[src/rtl/eic_pkg.sv]
package eic_pkg;

    typedef enum logic [1:0] {
        SENSE_LOW  = 2'b00,
        SENSE_ANY  = 2'b01,
        SENSE_FALL = 2'b10,
        SENSE_RISE = 2'b11
    } sense_e;

    typedef enum logic [1:0] {
        SVC_IDLE = 2'b00,
        SVC_PEND = 2'b01,
        SVC_BUSY = 2'b10
    } svc_e;

    localparam int ADDR_W = 3;
    localparam logic [ADDR_W-1:0] ADDR_SENSE_LO = 3'd0;
    localparam logic [ADDR_W-1:0] ADDR_SENSE_HI = 3'd1;
    localparam logic [ADDR_W-1:0] ADDR_MASK     = 3'd2;
    localparam logic [ADDR_W-1:0] ADDR_FLAG     = 3'd3;
    localparam logic [ADDR_W-1:0] ADDR_STATUS   = 3'd4;

endpackage

[src/rtl/eic_sync.sv]
module eic_sync #(
    parameter int W      = 8,
    parameter int STAGES = 2
) (
    input  logic         clk,
    input  logic         rst_n,
    input  logic [W-1:0] d,
    output logic [W-1:0] q
);
    logic [W-1:0] chain [STAGES];

    always_ff @(posedge clk) begin
        if (!rst_n) begin
            for (int s = 0; s < STAGES; s++) chain[s] <= '0;
        end else begin
            chain[0] <= d;
            for (int s = 1; s < STAGES; s++) chain[s] <= chain[s-1];
        end
    end

    assign q = chain[STAGES-1];
endmodule

[src/rtl/eic_sense.sv]
module eic_sense
    import eic_pkg::*;
(
    input  logic   clk,
    input  logic   rst_n,
    input  logic   lvl,
    input  sense_e mode,
    input  logic   mode_wr,
    output logic   edge_evt,
    output logic   level_req
);
    logic hist;
    logic raw_evt;

    always_ff @(posedge clk) begin
        if (!rst_n) hist <= 1'b0;
        else        hist <= lvl;
    end

    always_comb begin
        unique case (mode)
            SENSE_LOW:  raw_evt = 1'b0;
            SENSE_ANY:  raw_evt = lvl ^ hist;
            SENSE_FALL: raw_evt = hist & ~lvl;
            SENSE_RISE: raw_evt = ~hist & lvl;
            default:    raw_evt = 1'b0;
        endcase
    end

    // a mode write discards this cycle's comparison
    assign edge_evt  = raw_evt & ~mode_wr;
    assign level_req = (mode == SENSE_LOW) & ~lvl;

    a_r9_event_needs_change: assert property (@(posedge clk) disable iff (!rst_n)
        edge_evt |-> (lvl != hist));
endmodule

[src/rtl/eic_prio.sv]
module eic_prio #(
    parameter int N     = 8,
    parameter int IDX_W = $clog2(N)
) (
    input  logic [N-1:0]     req,
    output logic             any,
    output logic [IDX_W-1:0] idx
);
    always_comb begin
        any = 1'b0;
        idx = '0;
        for (int i = N - 1; i >= 0; i--) begin
            if (req[i]) begin
                any = 1'b1;
                idx = IDX_W'(i);
            end
        end
    end
endmodule

[src/rtl/eic_ctrl.sv]
module eic_ctrl
    import eic_pkg::*;
#(
    parameter int N_PIN       = 8,
    parameter int SYNC_STAGES = 2,
    parameter int VEC_W       = $clog2(N_PIN)
) (
    input  logic               clk,
    input  logic               rst_n,
    input  logic [N_PIN-1:0]   pin_i,
    input  logic               wr_en,
    input  logic [ADDR_W-1:0]  wr_addr,
    input  logic [N_PIN-1:0]   wr_data,
    input  logic [ADDR_W-1:0]  rd_addr,
    output logic [N_PIN-1:0]   rd_data,
    input  logic               irq_ack,
    input  logic               irq_ret,
    output logic               irq_req,
    output logic [VEC_W-1:0]   irq_vec
);
    localparam int HALF = N_PIN / 2;

    logic [N_PIN-1:0] sense_lo, sense_hi, mask_q, flag_q;
    logic             gie_q;
    logic [N_PIN-1:0] lvl_s, evt, lvl_req, pend, qual;
    logic             wr_lo, wr_hi, wr_mask, wr_flag, wr_stat;
    logic             take;
    svc_e             state_q, state_d;

    assign wr_lo   = wr_en && (wr_addr == ADDR_SENSE_LO);
    assign wr_hi   = wr_en && (wr_addr == ADDR_SENSE_HI);
    assign wr_mask = wr_en && (wr_addr == ADDR_MASK);
    assign wr_flag = wr_en && (wr_addr == ADDR_FLAG);
    assign wr_stat = wr_en && (wr_addr == ADDR_STATUS);

    eic_sync #(.W(N_PIN), .STAGES(SYNC_STAGES)) u_sync (
        .clk   (clk),
        .rst_n (rst_n),
        .d     (pin_i),
        .q     (lvl_s)
    );

    for (genvar g = 0; g < N_PIN; g++) begin : g_pin
        sense_e mode_g;
        logic   mwr_g;
        if (g < HALF) begin : g_lo
            assign mode_g = sense_e'(sense_lo[2*g +: 2]);
            assign mwr_g  = wr_lo;
        end else begin : g_hi
            assign mode_g = sense_e'(sense_hi[2*(g-HALF) +: 2]);
            assign mwr_g  = wr_hi;
        end
        eic_sense u_sense (
            .clk       (clk),
            .rst_n     (rst_n),
            .lvl       (lvl_s[g]),
            .mode      (mode_g),
            .mode_wr   (mwr_g),
            .edge_evt  (evt[g]),
            .level_req (lvl_req[g])
        );
        assign pend[g] = (mode_g == SENSE_LOW) ? lvl_req[g] : flag_q[g];
    end

    assign qual = pend & mask_q & {N_PIN{gie_q}};

    eic_prio #(.N(N_PIN), .IDX_W(VEC_W)) u_prio (
        .req (qual),
        .any (irq_req),
        .idx (irq_vec)
    );

    assign take = irq_ack && irq_req;

    // configuration registers
    always_ff @(posedge clk) begin
        if (!rst_n) begin
            sense_lo <= '0;
            sense_hi <= '0;
            mask_q   <= '0;
        end else begin
            if (wr_lo)   sense_lo <= wr_data;
            if (wr_hi)   sense_hi <= wr_data;
            if (wr_mask) mask_q   <= wr_data;
        end
    end

    // pending flags: clears first, events last so an event wins
    always_ff @(posedge clk) begin
        if (!rst_n) begin
            flag_q <= '0;
        end else begin
            logic [N_PIN-1:0] nxt;
            nxt = flag_q;
            if (wr_flag) nxt = nxt & ~wr_data;
            if (take)    nxt[irq_vec] = 1'b0;
            flag_q <= nxt | evt;
        end
    end

    // global enable: ack, then return, then software
    always_ff @(posedge clk) begin
        if (!rst_n)       gie_q <= 1'b0;
        else if (take)    gie_q <= 1'b0;
        else if (irq_ret) gie_q <= 1'b1;
        else if (wr_stat) gie_q <= wr_data[N_PIN-1];
    end

    // service state machine: state register
    always_ff @(posedge clk) begin
        if (!rst_n) state_q <= SVC_IDLE;
        else        state_q <= state_d;
    end

    // service state machine: next state
    always_comb begin
        state_d = state_q;
        unique case (state_q)
            SVC_IDLE: if (take) state_d = SVC_BUSY;
                      else if (irq_req) state_d = SVC_PEND;
            SVC_PEND: if (take) state_d = SVC_BUSY;
                      else if (!irq_req) state_d = SVC_IDLE;
            SVC_BUSY: if (irq_ret && !take) state_d = SVC_IDLE;
            default:  state_d = SVC_IDLE;
        endcase
    end

    // register read port
    always_comb begin
        rd_data = '0;
        unique case (rd_addr)
            ADDR_SENSE_LO: rd_data = sense_lo;
            ADDR_SENSE_HI: rd_data = sense_hi;
            ADDR_MASK:     rd_data = mask_q;
            ADDR_FLAG:     rd_data = flag_q;
            ADDR_STATUS:   rd_data[N_PIN-1] = gie_q;
            default:       rd_data = '0;
        endcase
    end

    a_r5_no_req_without_enable: assert property (@(posedge clk) disable iff (!rst_n)
        !gie_q |-> !irq_req);
    a_r7_lowest_wins: assert property (@(posedge clk) disable iff (!rst_n)
        irq_req |-> (qual[irq_vec] && ((qual & ((N_PIN'(1) << irq_vec) - N_PIN'(1))) == '0)));
    a_r8_ack_drops_enable: assert property (@(posedge clk) disable iff (!rst_n)
        take |=> !gie_q);
    a_r8_ret_raises_enable: assert property (@(posedge clk) disable iff (!rst_n)
        (irq_ret && !take) |=> gie_q);
    a_r4_w1c_clears: assert property (@(posedge clk) disable iff (!rst_n)
        wr_flag |=> ((flag_q & $past(wr_data & ~evt)) == '0));
    a_r3_flag_holds: assert property (@(posedge clk) disable iff (!rst_n)
        (!wr_flag && !take) |=> ((flag_q & $past(flag_q)) == $past(flag_q)));
    a_r10_no_flag_on_lo_write: assert property (@(posedge clk) disable iff (!rst_n)
        (wr_lo && flag_q[HALF-1:0] == '0) |=> (flag_q[HALF-1:0] == '0));
    a_r12_busy_after_accept: assert property (@(posedge clk) disable iff (!rst_n)
        take |=> (state_q == SVC_BUSY));
    a_r12_busy_until_return: assert property (@(posedge clk) disable iff (!rst_n)
        (state_q == SVC_BUSY && !irq_ret) |=> (state_q == SVC_BUSY));
endmodule

[config.mk]
export PLATFORM = sky130hd
export DESIGN_NAME = eic_ctrl
export DESIGN_NICKNAME = d
export VERILOG_FILES = /design/src/rtl/eic_pkg.sv /design/src/rtl/eic_sync.sv /design/src/rtl/eic_sense.sv /design/src/rtl/eic_prio.sv /design/src/rtl/eic_ctrl.sv
export SDC_FILE = /design/constraint.sdc
export NUM_CORES = 1
export LEC_CHECK = 0
export ABC_AREA = 1
export ABC_CLOCK_PERIOD_IN_PS = 1400
export BUFFER_PORTS_ARGS = -buffer_cell sky130_fd_sc_hd__buf_4
export CAP_MARGIN = 25
export CORE_MARGIN = 5
export CORE_UTILIZATION = 50
export DETAILED_ROUTE_END_ITERATION = 7
export PLACE_DENSITY = 0.73
export SLEW_MARGIN = 20
export SYNTH_ARGS = -nofsm -noshare
export SYNTH_HDL_FRONTEND = slang
export SYNTH_SLANG_ARGS = --single-unit
[constraint.sdc]
create_clock -name clk -period 1.4 [get_ports clk]
set_input_delay 0.14 -clock clk [delete_from_list [all_inputs] [get_ports clk]]
set_output_delay 0.14 -clock clk [all_outputs]
set_load 0.01 [all_outputs]
==> results.cfg <==
[sta]
fmax_mhz = 531
final-setup-viol-count = 15
finalClockSkew_ps = 10.2
tightest_slew_ps = 505
drv_slew = 0
fin_crit_ps = 1880
finalWorstSetupSlack_ps = -482
rsz0062_at_grt = true
timing.final.crit_share_pct = 134
hold_viol_final = 0
setup_tns_ps = -4170
max_slew_margin_pct = 66.3

[placement]
place.gp.congestion = 0.977
placed_area_um2 = 3680
dp.cells = 573
port_buffers = 38
hpwlAfterDp_um = 5950

[setup_path]
reg2reg_depth = 13
critPathRequiredTime_ps = 1260
crit_path_cell_trace = buf_6 > nand2_1 > nand3b_1 > nand2_2 > buf_6 > nor2_4 > nor2_2 > buf_4
critPathKind = register to primary output
cp-start-kind = register
crit_top_cell = buf_6
crit_fanout = 6
cp_slowest_stage_delay_ps = 390
arrival_ps = 1740
crit_slowest_cell = dfxtp_4
endpoint_kind = primary output

[worst_hold_path]
hp-class = input pin to register
whs_path_depth = 3

[global_route]
globalRoute.totalOverflow = 0
grt_pass1_wl_um = 14300
antenna_found_initial = 0
grt_max_degree = 45
grt_pass1_vias = 3119
grt_usage_pct = 24.2

[detailed_routing]
routed-via-count = 3223
drtIter0Drc = 291
ant_nets = 0
wl_per_cell_um = 15.0
avgViaCountPerCell = 5.30
route.detailed.drc = 0
drt_wl_total_um = 9140
drt_pass1_iterations = 5

[clock_tree]
cts_num_sinks = 57
cts.path.max_buffers = 2
insertion_delay_ps = 350
clk_pin_slew_ps = 70
cts_tree = built
ctsHtreeMaxLevel = 3
root_buffer = clkbuf_8
numCtsBuffers = 9

[finish]
postLayoutCellArea_um2 = 4370
drive_gt1_share_pct = 38.3
layout_common_cells = buf_4, inv_1, nand2_1
fillers = 424
nNetsFinal = 571
multiInputGateArea_um2 = 1710
final_common_cell = buf_4
regArea_um2 = 1160
stdcell_count = 608
area_delta_synth_final_pct = 46.0
antenna_cells = 0

[run_status]
status = finished with violations
violations = setup timing

[floorplan]
rows = 28
ios = 39
start_util_pct = 50.9
die_x_um = 87.4
die-height_um = 87.4
core_area_um2 = 5890
die_area_um2 = 7640

[yosys]
yosys_warnings = 0
netlist_area_um2 = 3000
synth_nets = 466
synth-edff-count = 0
ys_types = 30
seq_area_frac_synth_pct = 38.1
syn-mean-instance-area_um2 = 7.08
async_flop_share_pct = 0
synthCells = 423
ys.flop_type = dfxtp_1
synth-seq-cells = 57

[pwr]
p_per_area_nw_per_um2 = 904
p_total_mw = 3.96
leakage_nw = 1.99
ir_drop_mv = 0.977

[run]
drv_cap = 0
==> per-stage QoR <==
stage	setup WS [ps]	hold slack, ps	util, %
finish	-482	74.5	74.3
global route	-513	80.7	74.3
CTS	-352	65.4	72.2
detailed placement	-202	323	62.5
global placement	-125	321	62.5
floorplan	44.9	238	-
==> critical path, delay by kind of cell, from the launching register on <==
kind / cells / cell delay [ps]
buf+inv: 3 / 380
simple gates: 5 / 630
flops: 1 / 390
==> power by group <==
part,switching (mW),total (mW),leakage (nW),internal (mW)
Clock,0.697,1.66,0.105,0.963
Sequential,0.0420,1.73,0.473,1.68
Combinational,0.308,0.569,1.42,0.261
Total,1.05,3.96,1.99,2.91
==> flip-flops by register name, summed over array words and instances, names as in the netlist <==
signal              flops
flag_q                  8
sense_hi                8
gie_q                   1
g_pin.u_sense.hist      8
sense_lo                8
u_sync.chain           16
mask_q                  8
==> timing repair <==
item	in CTS	in global routing
hold buffers	9	0
buffers inserted	6	6
endpoints found under the hold margin	9	0
gates cloned	0	0
resized for setup	66	32
setup endpoints to repair	20	21
pin swaps	20	19
==> cells by family after synthesis <==
kind of cell / Yosys count / share of synthesized area (%)
flops: 57 / 38.1
simple gates: 152 / 23.8
buf+inv: 100 / 12.9
compound gates: 98 / 18.6
fa+ha+maj: 16 / 6.68
==> path summary, 6_finish.rpt <==
kind / startpoint / to / slack (ps)
setup / recovery: gie_q$_SDFFE_PP0P_ / irq_vec[2] / -480
hold / removal: wr_data[6] / sense_lo[6]$_SDFFE_PN0P_ / 70
setup reg to reg: gie_q$_SDFFE_PP0P_ / flag_q[6]$_SDFF_PN0_ / -300
hold reg to reg: u_sync.chain[0][1]$_SDFF_PN0_ / u_sync.chain[0][9]$_SDFF_PN0_ / 410
==> synthesized netlist by cell type, drive strengths merged, types with 5 or more instances <==
master / n / area [µm²]
nand2: 87 / 359
dfxtp: 57 / 1140
inv: 88 / 330
o221ai: 5 / 43.8
nor3: 5 / 45.0
nand3b: 5 / 62.6
ha: 16 / 200
a21oi: 45 / 244
o21ai: 39 / 195
clkbuf: 7 / 26.3
nor2: 31 / 119
nand3: 20 / 100
==> per-layer routing <==
| layer | vias to the layer above | track usage (%) | routed length (µm) |
|---|---|---|---|
| li1 | 1562 | - | - |
| met4 | 0 | 12.1 | 370 |
| met2 | 121 | 40.7 | 4550 |
| met3 | 36 | 5.68 | 571 |
| met1 | 1504 | 28.6 | 3650 |
| met5 | - | 0 | 0 |
==> final cells by class <==
cell class / instances / share of cell area, %
tap: 75 / 2.15
sequential: 57 / 26.6
clock inverter: 4 / 1.14
multi-input combinational: 266 / 39.1
inverter: 90 / 7.75
clock buffer: 12 / 3.78
timing repair buffer: 104 / 19.5
(Power assumes the default switching activity.)
